$ cat src/rtl/wr_ds_pkg.sv
package wr_ds_pkg;
  typedef enum logic [1:0] {
    ST_IDLE = 2'd0,
    ST_ADDR = 2'd1,
    ST_DATA = 2'd2,
    ST_RESP = 2'd3
  } ds_state_t;
endpackage

$ cat src/rtl/wr_ds_ctrl.sv
module wr_ds_ctrl
  import wr_ds_pkg::*;
#(
  parameter int ADDR_W    = 32,
  parameter int WIDE_SIZE = 3,
  parameter int NARR_SIZE = 2
) (
  input  logic              clk,
  input  logic              rst_n,
  input  logic              s_awvalid,
  output logic              s_awready,
  input  logic [ADDR_W-1:0] s_awaddr,
  input  logic [7:0]        s_awlen,
  input  logic [2:0]        s_awsize,
  input  logic [1:0]        s_awburst,
  output logic              m_awvalid,
  input  logic              m_awready,
  output logic [ADDR_W-1:0] m_awaddr,
  output logic [7:0]        m_awlen,
  output logic [2:0]        m_awsize,
  output logic [1:0]        m_awburst,
  input  logic              last_fire,
  output logic              in_data,
  output logic              wide,
  output logic              s_bvalid,
  input  logic              s_bready,
  output logic [1:0]        s_bresp,
  input  logic              m_bvalid,
  output logic              m_bready,
  input  logic [1:0]        m_bresp
);
  ds_state_t         state_q;
  logic [ADDR_W-1:0] addr_q;
  logic [7:0]        len_q;
  logic [2:0]        size_q;
  logic [1:0]        burst_q;
  logic              wide_q;

  always_ff @(posedge clk) begin
    if (!rst_n) begin
      state_q <= ST_IDLE;
      addr_q  <= '0;
      len_q   <= '0;
      size_q  <= '0;
      burst_q <= '0;
      wide_q  <= 1'b0;
    end else begin
      unique case (state_q)
        ST_IDLE: if (s_awvalid) begin
          addr_q  <= s_awaddr;
          len_q   <= s_awlen;
          size_q  <= s_awsize;
          burst_q <= s_awburst;
          wide_q  <= (s_awsize == 3'(WIDE_SIZE));
          state_q <= ST_ADDR;
        end
        ST_ADDR: if (m_awready) state_q <= ST_DATA;
        ST_DATA: if (last_fire) state_q <= ST_RESP;
        ST_RESP: if (m_bvalid && s_bready) state_q <= ST_IDLE;
        default: state_q <= ST_IDLE;
      endcase
    end
  end

  always_comb begin
    s_awready = (state_q == ST_IDLE);
    m_awvalid = (state_q == ST_ADDR);
    m_awaddr  = addr_q;
    m_awburst = burst_q;
    m_awlen   = wide_q ? {len_q[6:0], 1'b1} : len_q;
    m_awsize  = wide_q ? 3'(NARR_SIZE) : size_q;
    in_data   = (state_q == ST_DATA);
    wide      = wide_q;
    s_bvalid  = (state_q == ST_RESP) && m_bvalid;
    m_bready  = (state_q == ST_RESP) && s_bready;
    s_bresp   = m_bresp;
  end
endmodule

$ cat src/rtl/wr_ds_beat_track.sv
module wr_ds_beat_track #(
  parameter int ADDR_W   = 32,
  parameter int HALF_BIT = 2,
  parameter int WIDE_SIZE = 3
) (
  input  logic              clk,
  input  logic              rst_n,
  input  logic              load,
  input  logic [ADDR_W-1:0] start_addr,
  input  logic [2:0]        start_size,
  input  logic              wide,
  input  logic [7:0]        narrow_len,
  input  logic              beat_fire,
  output logic              half_sel,
  output logic              last_beat,
  output logic              wide_beat_done
);
  logic [ADDR_W-1:0] addr_q;
  logic [2:0]        size_q;
  logic              phase_q;
  logic [8:0]        cnt_q;

  always_ff @(posedge clk) begin
    if (!rst_n) begin
      addr_q  <= '0;
      size_q  <= '0;
      phase_q <= 1'b0;
      cnt_q   <= '0;
    end else if (load) begin
      addr_q  <= start_addr & ~((ADDR_W'(1) << start_size) - ADDR_W'(1));
      size_q  <= start_size;
      phase_q <= 1'b0;
      cnt_q   <= '0;
    end else if (beat_fire) begin
      cnt_q <= cnt_q + 9'd1;
      if (wide) phase_q <= ~phase_q;
      else      addr_q  <= addr_q + (ADDR_W'(1) << size_q);
    end
  end

  assign half_sel       = wide ? phase_q : addr_q[HALF_BIT];
  assign last_beat      = (cnt_q == {1'b0, narrow_len});
  assign wide_beat_done = wide ? phase_q : 1'b1;
endmodule

$ cat src/rtl/wr_ds_lane_mux.sv
module wr_ds_lane_mux #(
  parameter int NW = 32
) (
  input  logic [2*NW-1:0]   wide_data,
  input  logic [2*NW/8-1:0] wide_strb,
  input  logic              half_sel,
  output logic [NW-1:0]     narrow_data,
  output logic [NW/8-1:0]   narrow_strb
);
  localparam int NB = NW / 8;
  for (genvar b = 0; b < NB; b++) begin : g_lane
    assign narrow_data[8*b +: 8] = half_sel ? wide_data[NW + 8*b +: 8] : wide_data[8*b +: 8];
    assign narrow_strb[b]        = half_sel ? wide_strb[NB + b]        : wide_strb[b];
  end
endmodule

$ cat src/rtl/wr_downsizer.sv
module wr_downsizer #(
  parameter int ADDR_W = 32,
  parameter int NW     = 32
) (
  input  logic              clk,
  input  logic              rst_n,
  input  logic              s_awvalid,
  output logic              s_awready,
  input  logic [ADDR_W-1:0] s_awaddr,
  input  logic [7:0]        s_awlen,
  input  logic [2:0]        s_awsize,
  input  logic [1:0]        s_awburst,
  input  logic              s_wvalid,
  output logic              s_wready,
  input  logic [2*NW-1:0]   s_wdata,
  input  logic [2*NW/8-1:0] s_wstrb,
  input  logic              s_wlast,
  output logic              s_bvalid,
  input  logic              s_bready,
  output logic [1:0]        s_bresp,
  output logic              m_awvalid,
  input  logic              m_awready,
  output logic [ADDR_W-1:0] m_awaddr,
  output logic [7:0]        m_awlen,
  output logic [2:0]        m_awsize,
  output logic [1:0]        m_awburst,
  output logic              m_wvalid,
  input  logic              m_wready,
  output logic [NW-1:0]     m_wdata,
  output logic [NW/8-1:0]   m_wstrb,
  output logic              m_wlast,
  input  logic              m_bvalid,
  output logic              m_bready,
  input  logic [1:0]        m_bresp
);
  localparam int NARR_SIZE = $clog2(NW / 8);
  localparam int WIDE_SIZE = NARR_SIZE + 1;
  localparam int HALF_BIT  = NARR_SIZE;

  logic in_data, wide, half_sel, last_beat, wide_beat_done, beat_fire;
  logic unused_wlast;

  assign unused_wlast = s_wlast;
  assign beat_fire    = m_wvalid && m_wready;

  wr_ds_ctrl #(.ADDR_W(ADDR_W), .WIDE_SIZE(WIDE_SIZE), .NARR_SIZE(NARR_SIZE)) i_ctrl (
    .clk(clk), .rst_n(rst_n),
    .s_awvalid(s_awvalid), .s_awready(s_awready), .s_awaddr(s_awaddr),
    .s_awlen(s_awlen), .s_awsize(s_awsize), .s_awburst(s_awburst),
    .m_awvalid(m_awvalid), .m_awready(m_awready), .m_awaddr(m_awaddr),
    .m_awlen(m_awlen), .m_awsize(m_awsize), .m_awburst(m_awburst),
    .last_fire(beat_fire && last_beat), .in_data(in_data), .wide(wide),
    .s_bvalid(s_bvalid), .s_bready(s_bready), .s_bresp(s_bresp),
    .m_bvalid(m_bvalid), .m_bready(m_bready), .m_bresp(m_bresp)
  );

  wr_ds_beat_track #(.ADDR_W(ADDR_W), .HALF_BIT(HALF_BIT), .WIDE_SIZE(WIDE_SIZE)) i_track (
    .clk(clk), .rst_n(rst_n),
    .load(s_awvalid && s_awready), .start_addr(s_awaddr), .start_size(s_awsize),
    .wide(wide), .narrow_len(m_awlen), .beat_fire(beat_fire),
    .half_sel(half_sel), .last_beat(last_beat), .wide_beat_done(wide_beat_done)
  );

  wr_ds_lane_mux #(.NW(NW)) i_mux (
    .wide_data(s_wdata), .wide_strb(s_wstrb), .half_sel(half_sel),
    .narrow_data(m_wdata), .narrow_strb(m_wstrb)
  );

  assign m_wvalid = in_data && s_wvalid;
  assign m_wlast  = last_beat;
  assign s_wready = in_data && m_wready && wide_beat_done;
endmodule

$ cat config.mk
export PLATFORM = sky130hd
export DESIGN_NAME = wr_downsizer
export DESIGN_NICKNAME = d
export VERILOG_FILES = /design/src/rtl/wr_ds_pkg.sv /design/src/rtl/wr_ds_ctrl.sv /design/src/rtl/wr_ds_beat_track.sv /design/src/rtl/wr_ds_lane_mux.sv /design/src/rtl/wr_downsizer.sv
export SDC_FILE = /design/constraint.sdc
export NUM_CORES = 1
export LEC_CHECK = 0
export CAP_MARGIN = 20
export CORE_UTILIZATION = 36
export DETAILED_ROUTE_END_ITERATION = 12
export GPL_TIMING_DRIVEN = 0
export PLACE_DENSITY = 0.8
export RECOVER_POWER = 100
export SLEW_MARGIN = 40
export SYNTH_ARGS = -nofsm -noshare
export SYNTH_HDL_FRONTEND = slang
export SYNTH_SLANG_ARGS = --single-unit
$ cat constraint.sdc
create_clock -name clk -period 2.15 [get_ports clk]
set_input_delay 0.3225 -clock clk [delete_from_list [all_inputs] [get_ports clk]]
set_output_delay 0.3225 -clock clk [all_outputs]
set_load 0.1 [all_outputs]
==> qor.txt <==
Status -> complete, but fails checks
Failing checks -> setup timing
Internal power -> 3.65 mW
First-pass GRT wire length -> 17.7 mm
HP Class -> flip-flop to flip-flop
DRC Markers -> 0
Largest net degree at the start of global routing -> 14
Port-buffer cells -> 214
Mapped Cells -> 389
Post-synth cell types -> 40
Width of the chip -> 96.2 um
Worst setup margin -> -0.165 ns
Initial core utilization -> 37.0%
CORE AREA -> 8640 um2
Syn nets -> 525
Relative slew slack -> 19.4%
Clock-pin slew on the worst setup and hold paths -> 0.08 ns
Largest cells by area after synthesis -> dfxtp_1 38%, mux2_2 16%, nand2_1 13%
Syn. warnings -> 0
H-tree Lvls -> 3
Min-delay src -> i_ctrl.m_awaddr[9]
Final net count -> 760
Maximum VDD drop -> 0.000821 V
Fin. max-slew vios -> 0
Kind of critical path -> flip-flop to primary output
CTS Buffer Depth -> 2
Layout cells sized above 1 -> 24.3%
Slew @ Worst Pin -> 1.21 ns
CP Data Arrival Time -> 1.99 ns
Switching share of power -> 52.5%
Post-cts hold buffer count -> 0
Post-DP Area -> 5040 um2
Worst hold endpoint -> i_ctrl.m_awaddr[9]
Critical Path RT -> 1.83 ns
CP Capture Type -> primary output
P&R area growth vs syn -> 92.7%
Endpoints failing hold -> 0
Reg2Reg Launch Point -> i_ctrl.wide
Placer Congestion -> 0.857
Vias in the first global route -> 3541
Mapped cell area -> 3200 um2
Design Area, Final -> 6160 um2
Die height -> 96.2 um
Clock share of power -> 15.5%
Row cnt -> 34
Die area -> 9260 um2
Clk sinks -> 61
Final HPWL DP -> 9.36 mm
Fmax -> 0.432 GHz
Skew-Pair Late Insertion Delay -> 0.35 ns
Vias per cell -> 4.97
Worst path max stage delay -> 0.39 ns
Num CTS Buffers -> 9
Synth top area share -> 38.2%
Total of max-cap violations -> 0
Drt first pass iters -> 4
CP cell instances -> or2_4 -> or3b_1 -> a31oi_1 -> nand4_1 -> clkinvlp_4 -> buf_12
R2R cell count -> 7
Wire per inst -> 18.4 um
Worst Skew -> 0.00941 ns
Post-synthesis sequential area ratio -> 38.2%
I/O Pins -> 218
Setup tns final -> -2.94 ns
Switching power total -> 4.03 mW
#FFs+latches synth -> 61
Via count -> 3685
RSZ-0062 raised after global routing -> yes
Final ANT Viol Nets -> 0
DR iter-0 viols -> 138
Flop pwr share -> 18.6%
Hold Path Cell Cnt -> 2
CTS tree -> yes
Post-synth top area cell -> dfxtp_1
Reg2reg end -> i_ctrl.state_q[0]
Slowest-stage cell, CP -> dfxtp_4
DRT Wirelength -> 13.6 mm
Comb pwr share -> 65.9%
Tcrit/Tclk final -> 108%
Reg2reg setup slack -> 0.13 ns
Syn avg cell area -> 8.21 um2
Total GRT Usage -> 26.1%
Final setup vio count -> 37
Hold slack -> 0.455 ns
Leak pwr -> 2.59 nW
Pwr per Cell Area -> 1250 nW/um2
CTS Root Cell -> clkbuf_8
Grt ovf -> 0
CP Launch Type -> flip-flop
Fin crit period -> 2.31 ns
Critical path peak fanout -> 6
Initial antenna violation count -> 2
==> per-stage QoR <==
step	setup WS, ns	instances	total power [mW]	util, %
after detailed placement	-0.228	711	5.54	58.3
final	-0.165	741	7.68	71.3
after global routing	-0.257	739	7.98	71.3
after CTS	-0.168	734	7.44	68.9
after floorplan	-0.325	389	4.75	-
after global placement	-0.887	711	5.79	63.5
==> Yosys cell counts, drive strengths merged <==
cell type / instances
nor4: 1
nor4b: 1
buf: 11
a311oi: 2
nand4b: 1
o21ai: 3
o32ai: 1
fa: 1
or2: 2
a211oi: 1
nand4: 4
dfxtp: 61
ha: 7
a31oi: 3
mux2: 44
nor3b: 2
o211ai: 1
nor2b: 3
nor2: 15
xor2: 6
a221o: 1
mux2i: 6
and3: 2
nand2: 109
a22oi: 2
or3b: 1
a21oi: 52
xnor2: 11
nand3: 1
clkbuf: 16
nor3: 4
or3: 2
inv: 8
and2: 4
==> metal layers <==
layer	track usage [%]	part of all wire (%)
met5	0	0
met4	12.4	5.0
met3	9.24	9.2
met2	49.0	52
met1	25.2	34
==> cell families after synthesis <==
logic type / Yosys count / share of synthesized area [%]
and+or+nand+nor: 152 / 20.2
adders and majority gates: 8 / 3.37
AOI/OAI and AO/OA: 66 / 11.3
xor gates and xnor gates: 17 / 4.66
muxes: 50 / 17.5
buffers and inverters: 35 / 4.74
DFF: 61 / 38.2
==> worst max-delay path: cells and delay by family (launching register included) <==
family | cells | cell delay [ns]
compound gates | 1 | 0.15
flops | 1 | 0.39
buf+inv | 2 | 0.31
simple gates | 3 | 0.79
==> state kept, by name, indices dropped and copies added (netlist names) <==
signal,count
i_track.phase_q,1
i_track.cnt_q,9
i_ctrl.state_q,2
i_track.addr_q,3
i_ctrl.m_awburst,2
i_ctrl.m_awaddr,32
i_ctrl.wide,1
i_ctrl.len_q,8
i_ctrl.size_q,3
==> area by class of cell <==
type / instances / area (um2)
fill: 661 / 2480
clock buffer: 9 / 124
antenna: 4 / 10.0
tap: 108 / 135
multi-input combinational: 293 / 1980
buffer: 23 / 135
timing repair buffer: 228 / 2410
clock inverter: 7 / 106
sequential: 61 / 1230
inverter: 8 / 33.8
==> timing repair <==
item	CTS	global route
buffers inserted	6	5
resized for setup	166	53
hold endpoints to repair	0	0
pin swaps	4	1
endpoints found under the setup margin	45	62
gates cloned	2	1
==> cell usage in the layout (no fill, tap or decap), drive strengths merged, types with 3 or more instances in the layout <==
cell,synthesis,final
a21oi,52,52
a31oi,3,3
and2,4,4
buf,11,68
clkbuf,16,68
clkdlybuf4s50,0,124
dfxtp,61,61
diode,0,4
ha,7,7
inv,8,10
mux2,44,44
mux2i,6,6
nand2,109,109
nand4,4,4
nor2,15,15
nor2b,3,3
nor3,4,4
o21ai,3,3
xnor2,11,11
xor2,6,6
==> power groups by stage <==
stage / Sequential, mW / Clock [mW] / Combinational [mW]
final: 1.43 / 1.19 / 5.06
after global routing: 1.45 / 1.26 / 5.27
after CTS: 1.42 / 1.21 / 4.81
after detailed placement: 1.44 / 0 / 4.10
after global placement: 1.43 / 0 / 4.36
after floorplan: 2.12 / 0 / 2.63
==> how the worst max path moves through the flow <==
stage	start	endpoint	depth (start not counted)
global route	i_ctrl.wide	m_wlast	6
global placement	i_ctrl.wide	m_wlast	7
finish	i_ctrl.wide	m_wlast	6
floorplan	i_ctrl.wide	m_awsize[0]	4
CTS	i_ctrl.wide	m_wlast	6
detailed placement	i_ctrl.wide	m_wdata[8]	5
Power figures use the tool's default switching activity.
